**config.mk**
```make
export PLATFORM = sky130hd
export DESIGN_NAME = radio_mode_seq
export DESIGN_NICKNAME = d
export VERILOG_FILES = /design/src/rtl/radio_mode_seq.sv
export SDC_FILE = /design/constraint.sdc
export NUM_CORES = 1
export LEC_CHECK = 0
export BUFFER_PORTS_ARGS = -buffer_cell sky130_fd_sc_hd__buf_2
export CORE_ASPECT_RATIO = 1.5
export CORE_MARGIN = 1
export CORE_UTILIZATION = 55
export CTS_BUF_LIST = sky130_fd_sc_hd__clkbuf_16
export DETAILED_ROUTE_END_ITERATION = 16
export PLACE_DENSITY = 0.8
export RECOVER_POWER = 50
export SYNTH_ARGS = -nofsm -noshare
export SYNTH_HDL_FRONTEND = slang
export SYNTH_SLANG_ARGS = --single-unit
```
**constraint.sdc**
```tcl
create_clock -name clk -period 5.9 [get_ports clk]
set_clock_uncertainty 0.1 [all_clocks]
set_input_delay 1.77 -clock clk [delete_from_list [all_inputs] [get_ports clk]]
set_output_delay 1.77 -clock clk [all_outputs]
set_load 0.005 [all_outputs]
```
**src/rtl/radio_mode_seq.sv**
```systemverilog
module radio_mode_seq #(
  parameter int ADDR_W    = 5,
  parameter int DATA_W    = 10,
  parameter int MODE_LSB  = 2,
  parameter int PA_DLY_W  = 8,
  parameter int ACQ_TICKS = 2000,
  parameter int MODE_ADDR = 0,
  parameter int PA_ADDR   = 6,
  parameter int ACQ_ADDR0 = 15
) (
  input  logic              clk,
  input  logic              rst_n,
  input  logic              tick,
  input  logic              wr_en,
  input  logic [ADDR_W-1:0] wr_addr,
  input  logic [DATA_W-1:0] wr_data,
  output logic              xo_en,
  output logic              pll_en,
  output logic              vco_en,
  output logic              lo_en,
  output logic              lna_en,
  output logic              rx_en,
  output logic              rx_buf_en,
  output logic              tx_en,
  output logic              tx_lpf_byp,
  output logic              amdet_en,
  output logic              bb_loop_en,
  output logic              pa_bias,
  output logic              acq_busy,
  output logic              lock_done
);

  localparam int ACQ_W = $clog2(ACQ_TICKS + 1);
  localparam logic [ADDR_W-1:0] A_MODE = ADDR_W'(MODE_ADDR);
  localparam logic [ADDR_W-1:0] A_PA   = ADDR_W'(PA_ADDR);
  localparam logic [ADDR_W-1:0] A_S0   = ADDR_W'(ACQ_ADDR0);
  localparam logic [ADDR_W-1:0] A_S1   = ADDR_W'(ACQ_ADDR0 + 1);
  localparam logic [ADDR_W-1:0] A_S2   = ADDR_W'(ACQ_ADDR0 + 2);

  localparam logic [2:0] M_CLKOUT = 3'b000;
  localparam logic [2:0] M_STBY   = 3'b001;
  localparam logic [2:0] M_RX     = 3'b010;
  localparam logic [2:0] M_TX     = 3'b011;
  localparam logic [2:0] M_CAL    = 3'b100;
  localparam logic [2:0] M_RFLB   = 3'b101;
  localparam logic [2:0] M_BBLB   = 3'b110;

  logic [2:0]          mode_q;
  logic                bank_q;
  logic [PA_DLY_W-1:0] pa_dly_q, pa_cnt_q;
  logic [1:0]          seq_q;
  logic [ACQ_W-1:0]    acq_cnt_q;
  logic                busy_q, lock_q;
  logic [10:0]         en;

  wire [2:0] new_mode = wr_data[MODE_LSB+2:MODE_LSB];
  wire mode_wr  = wr_en && (wr_addr == A_MODE);
  wire main_wr  = wr_en && (mode_wr || !bank_q);
  wire is_tx    = (mode_q == M_TX);
  wire enter_tx = mode_wr && (new_mode == M_TX) && !is_tx;
  wire acq_go   = main_wr && (seq_q == 2'd2) && (wr_addr == A_S2);

  always_ff @(posedge clk or negedge rst_n)
    if (!rst_n) begin
      mode_q <= M_CLKOUT;
      bank_q <= 1'b0;
    end else if (mode_wr) begin
      mode_q <= new_mode;
      bank_q <= wr_data[0];
    end

  always_ff @(posedge clk or negedge rst_n)
    if (!rst_n)
      pa_dly_q <= '0;
    else if (main_wr && wr_addr == A_PA)
      pa_dly_q <= wr_data[PA_DLY_W-1:0];

  always_ff @(posedge clk or negedge rst_n)
    if (!rst_n)
      pa_cnt_q <= '0;
    else if (enter_tx)
      pa_cnt_q <= pa_dly_q;
    else if (is_tx && tick && pa_cnt_q != '0)
      pa_cnt_q <= pa_cnt_q - 1'b1;

  assign pa_bias = is_tx && (pa_cnt_q == '0);

  always_ff @(posedge clk or negedge rst_n)
    if (!rst_n)
      seq_q <= 2'd0;
    else if (wr_en) begin
      if (main_wr && wr_addr == A_S0)                      seq_q <= 2'd1;
      else if (main_wr && seq_q == 2'd1 && wr_addr == A_S1) seq_q <= 2'd2;
      else                                                  seq_q <= 2'd0;
    end

  always_ff @(posedge clk or negedge rst_n)
    if (!rst_n) begin
      busy_q    <= 1'b0;
      lock_q    <= 1'b0;
      acq_cnt_q <= '0;
    end else if (acq_go) begin
      busy_q    <= 1'b1;
      lock_q    <= 1'b0;
      acq_cnt_q <= ACQ_W'(ACQ_TICKS);
    end else if (busy_q && tick) begin
      acq_cnt_q <= acq_cnt_q - 1'b1;
      if (acq_cnt_q == ACQ_W'(1)) begin
        busy_q <= 1'b0;
        lock_q <= 1'b1;
      end
    end

  assign acq_busy  = busy_q;
  assign lock_done = lock_q;

  // order: xo pll vco lo lna rx rxbuf tx txbyp amdet bbloop
  always_comb begin
    case (mode_q)
      M_CLKOUT: en = 11'b1000_0000_000;
      M_RX:     en = 11'b1111_1110_000;
      M_TX:     en = 11'b1111_0001_000;
      M_CAL:    en = 11'b1111_0011_010;
      M_RFLB:   en = 11'b1111_0111_100;
      M_BBLB:   en = 11'b1111_0111_001;
      default:  en = 11'b1111_0000_000;
    endcase
  end

  assign {xo_en, pll_en, vco_en, lo_en, lna_en, rx_en, rx_buf_en,
          tx_en, tx_lpf_byp, amdet_en, bb_loop_en} = en;

  p_pa_needs_tx_r6: assert property (@(posedge clk) disable iff (!rst_n)
    pa_bias |-> tx_en);
  p_pa_rise_cause_r6: assert property (@(posedge clk) disable iff (!rst_n)
    $rose(pa_bias) |-> ($past(tick) || $past(mode_wr)));
  p_lna_needs_rx_r4: assert property (@(posedge clk) disable iff (!rst_n)
    lna_en |-> (rx_en && rx_buf_en && pll_en));
  p_busy_lock_excl_r9: assert property (@(posedge clk) disable iff (!rst_n)
    !(acq_busy && lock_done));
  p_lock_at_end_r9: assert property (@(posedge clk) disable iff (!rst_n)
    $rose(lock_done) |-> $fell(acq_busy));
  p_start_on_last_step_r7: assert property (@(posedge clk) disable iff (!rst_n)
    $rose(acq_busy) |-> $past(wr_en && wr_addr == A_S2));
  p_busy_count_live_r10: assert property (@(posedge clk) disable iff (!rst_n)
    acq_busy |-> (acq_cnt_q != '0));
  p_bank_blocks_pa_r11: assert property (@(posedge clk) disable iff (!rst_n)
    ($past(wr_en && bank_q && wr_addr != A_MODE)) |-> $stable(pa_dly_q));

endmodule

```
# After elaboration in Yosys (flattened, before gate mapping)
# Index checks and enable logic that the tools add are counted.
# Widths: inputs -> output; s select.
[classes]
n_reduce_logical = 25
mux = 13
n_eq_ne = 13
add_sub_neg = 2
[op_table]
columns = ["op", "count"]
rows = [
  ["$pmux 10 s6", 1],
  ["$mux 11", 2],
  ["$mux 8", 2],
  ["$logic_and 1x1->1", 14],
  ["$eq 11x1->1 const B", 1],
  ["$sub 11x1->11 const B", 1],
  ["$eq 5x5->1 const B", 2],
  ["$eq 3x2->1 const B", 3],
  ["$eq 3x3->1 const B", 3],
  ["$logic_not 8->1", 1],
  ["$reduce_bool 8->1", 1],
  ["$sub 8x1->8 const B", 1],
  ["$mux 1", 6],
  ["$reduce_bool 2->1", 3],
  ["$eq 5x3->1 const B", 1],
  ["$eq 5x4->1 const B", 1],
  ["$logic_not 5->1", 1],
  ["$mux 2", 2],
  ["$logic_not 3->1", 1],
  ["$eq 2x1->1 const B", 1],
  ["$eq 2x2->1 const B", 1],
  ["$logic_not 1->1", 2],
  ["$reduce_and 2->1", 1],
  ["$logic_or 1x1->1", 1],
]
[totals]
register_bits = 35
out_inout_bits = 14
wordCells = 61

# Longest topological paths before layout
[logic_depth]
depth_word = 8
depth_mapped = 6
ltp_nobuf = 6

# Worst setup path after synthesis
# OpenSTA, ideal clock, no wires.
[synth_timing]
path_kind = "input port to flip-flop"
start = "input port wr_addr[1]"
end = "register pa_dly_q[0]"
slack_ns = 2.316
setup_time_ns = 0.125
arrival_ns = 3.359
cell_stages = 6
path_buffers = 2
path_cell_list = "or3_1 or2_1 buf_6 a2111o_1 buf_6 mux2_4"
[synth_via]
elab_chain_len = 5
[synth_rtl]
columns = ["element", "line_no", "text"]
rows = [
  ["from (decl)", "15", "input logic [ADDR_W-1:0] wr_addr,"],
  ["$logic_not 5->1", "57", "wire mode_wr = wr_en && (wr_addr == A_MODE);"],
  ["$logic_and 1x1->1", "57", ""],
  ["$logic_or 1x1->1", "58", "wire main_wr = wr_en && (mode_wr || !bank_q);"],
  ["$logic_and 1x1->1", "58", ""],
  ["$logic_and 1x1->1 *", "75", "else if (main_wr && wr_addr == A_PA)"],
  ["to (signal assigned)", "76", "pa_dly_q <= wr_data[PA_DLY_W-1:0];"],
  ["to (decl)", "50", "logic [PA_DLY_W-1:0] pa_dly_q, pa_cnt_q;"],
]
# Every way passes the cells marked *; elsewhere a longest branch is shown, timed or not.
# A chain may end at the register's enable or synchronous reset.

# Final worst setup path
[layout_timing]
start = "input port wr_addr[1]"
end = "register pa_dly_q[2]"
# The elaborated chain is that of the path after synthesis.

==> flow_summary.json <==
{
  "status": "finished with violations",
  "violations": "capacitance limit, slew limit",
  "whs_ns": 0.399,
  "slew_headroom_pct": -22.1,
  "synth_area_per_cell_sq_um": 10.7,
  "vias": 1518,
  "synth_top_area_share_pct": 45.7,
  "rows": 25,
  "detail-route-antenna-nets": 0,
  "ys_seq_area_share_pct": 45.7,
  "cp-end-kind": "register",
  "finalHoldViolCount": 0,
  "track_usage_pct": 25.0,
  "period_share_pct": 61.9,
  "drc": 0,
  "synth-edff-count": 0,
  "die_h_microns": 74.3,
  "fmax_ghz": 0.274,
  "grt_max_degree": 36,
  "cts_tree": "built",
  "cts-root-buf": "clkbuf_16",
  "synth_nets": 203,
  "cts_made_buffers": 5,
  "critical_path_class": "input pin to register",
  "cellPowerDensity_nw_per_um2": 345,
  "netlist_top_cells_area": "dfrtp_1 (46%), mux2_4 (6.3%), xor2_1 (3.2%)",
  "drt_wl_total_microns": 4050,
  "cts_hold_buf": 0,
  "dieArea_sq_um": 3730,
  "postSynth.asyncResetShare_pct": 100,
  "grt_pass1_vias": 1498,
  "cellLeakagePower_nw": 1.08,
  "final_nets": 231,
  "slew_viol_final": 36,
  "globalplace.congestion": 0.896,
  "grt_pass1_wl_microns": 6760,
  "ys.flop_type": "dfrtp_1",
  "path_max_fanout": 8,
  "period_minus_slack_ns": 3.65,
  "seqCellArea_sq_um": 876,
  "fillerInstances": 241,
  "switchingPower_uw": 231,
  "initial_core_util_pct": 59.5,
  "crit_required_ns": 5.96,
  "syn_area_sq_um": 1920,
  "arrival_ns": 3.71,
  "seq_power_share_pct": 43.1,
  "syn2layout_area_growth_pct": 15.0,
  "clk_pin_slew_worst_paths_ns": 0.05,
  "dp_hpwl_microns": 2920,
  "ir_worst_vdd_uv": 332,
  "maxCapViolCount": 1,
  "die_w_microns": 50.2,
  "cts_buffer_depth": 2,
  "p_clk_share_pct": 33.2,
  "coreArea_sq_um": 3220,
  "port_buffers": 29,
  "start_kind": "input pin",
  "drt_first_pass_iters": 4,
  "post_cts_resized": 0,
  "diodes": 0,
  "worstMarginPinSlew_ns": 1.83,
  "drtIter0Drc": 62,
  "tns_ns": 0,
  "htree_levels": 2,
  "clock_latency_ns": 0.28,
  "vias_per_cell": 6.10,
  "combPwrFrac_pct": 23.7,
  "yosysWarnings": 0,
  "setup_viol_count_final": 0,
  "rsz0062_at_grt": "false",
  "multiInputGateArea_sq_um": 948,
  "grt.overflow.total": 0,
  "syn_inst": 180,
  "synth-seq-cells": 35,
  "wl_per_cell_microns": 16.3,
  "synth_cell_types": 48,
  "hp-class": "register to register",
  "grt_antenna_before_repair": 0,
  "p_sw_share_pct": 30.4,
  "cts_setup_buffers": 0,
  "p_int_uw": 529,
  "io_pins": 33,
  "drive_gt1_share_pct": 24.4,
  "clock-sinks": 35,
  "post-synth-top-area-cell": "dfrtp_1"
}
sequential cells by signal, indices dropped and copies added, names as in the netlist:
register and flops:
seq_q 2, pa_dly_q 8, acq_cnt_q 11, mode_q 3, bank_q 1, pa_cnt_q 8
acq_busy 1, lock_done 1
per-stage QoR:
| stage | utilization, % | power, mW | instance area, sq um | std cells | setup WS [ns] |
|---|---|---|---|---|---|
| final | 68.5 | 0.761 | 2210 | 249 | 2.25 |
| after global routing | 68.5 | 0.802 | 2210 | 249 | 2.14 |
| after CTS | 68.6 | 0.764 | 2210 | 249 | 2.28 |
| after detailed placement | 64.1 | 0.508 | 2060 | 241 | 1.99 |
| after global placement | 64.1 | 0.494 | 2060 | 241 | 2.02 |
| after floorplan | - | 0.451 | 1920 | 180 | 2.32 |
cell usage after synthesis (2+ instances only):
master	number
a211o_1	2
a21oi_1	4
a221o_1	5
a31o_2	2
and3_1	3
buf_4	3
buf_6	2
clkbuf_1	5
dfrtp_1	35
ha_1	4
inv_1	8
mux2_2	4
mux2_4	8
mux2i_1	4
nand2_1	15
nand2b_1	2
nand3_1	4
nand3b_1	3
nand4_1	5
nand4b_1	2
nor2_1	14
nor2b_1	3
nor3_1	4
nor3b_1	3
nor4_1	3
o21ai_0	2
or3_1	2
or4_1	2
xnor2_1	2
xor2_1	7
logic make-up (layout without fill, tap and decap cells):
logic type / after synthesis / after routing / share of synthesized area (%)
AOI/OAI and AO/OA: 24 / 24 / 10.6
xor gates and xnor gates: 9 / 9 / 4.11
adders and majority gates: 4 / 4 / 2.61
buffers and inverters: 18 / 47 / 4.89
DFF: 35 / 35 / 45.7
muxes: 16 / 16 / 10.7
other: 1 / 1 / 0.196
and+or+nand+nor: 73 / 73 / 21.3
power groups by stage:
stage / clock network [mW] / logic, mW / registers, mW
finish: 0.253 / 0.180 / 0.328
global route: 0.269 / 0.200 / 0.333
floorplan: 0 / 0.135 / 0.316
CTS: 0.258 / 0.180 / 0.326
detailed placement: 0 / 0.179 / 0.329
global placement: 0 / 0.169 / 0.325
cells in the final DEF, fill, tap and decap left out, types with 5 or more instances in the layout:
cell and instances:
nor2_1 14, nand2_1 15, dfrtp_1 35, xor2_1 7
mux2_4 8, nand4_1 5, a221o_1 5, inv_1 8
buf_2 26, clkbuf_16 5
critical path: stages:
cell	delay, ns
clkbuf_1	0.09
or3_1	0.41
or2_0	0.36
a2111o_1	0.69
mux2_4	0.38
layout make-up:
class | count | share of cell area, %
multi-input cells | 127 | 43.0
clock buffers | 5 | 5.67
inverters | 8 | 1.36
repair buffers | 31 | 7.09
well taps | 40 | 2.27
clock inverters | 3 | 0.908
flip-flops and latches | 35 | 39.7
per-layer routing:
metal	vias up	wire length (microns)	track usage [%]
met4	0	60	11.7
met1	764	1500	25.5
met5	-	0	0
met3	4	154	6.13
li1	710	-	-
met2	40	2330	46.8
final timing paths:
path                             startpoint  slack (ns)  cells past startpoint     endpoint
worst max-delay path             wr_addr[1]        2.25                      5  pa_dly_q[2]
worst min-delay path               seq_q[1]        0.40                      1     seq_q[1]
worst max register to register  pa_cnt_q[4]        3.64                      4  pa_cnt_q[2]
worst min register to register     seq_q[1]        0.40                      1     seq_q[1]
max in group asynchronous             rst_n        2.76                      1  pa_dly_q[7]
min in group asynchronous             rst_n        1.89                      1  pa_dly_q[3]
Power figures use the tool's default switching activity.
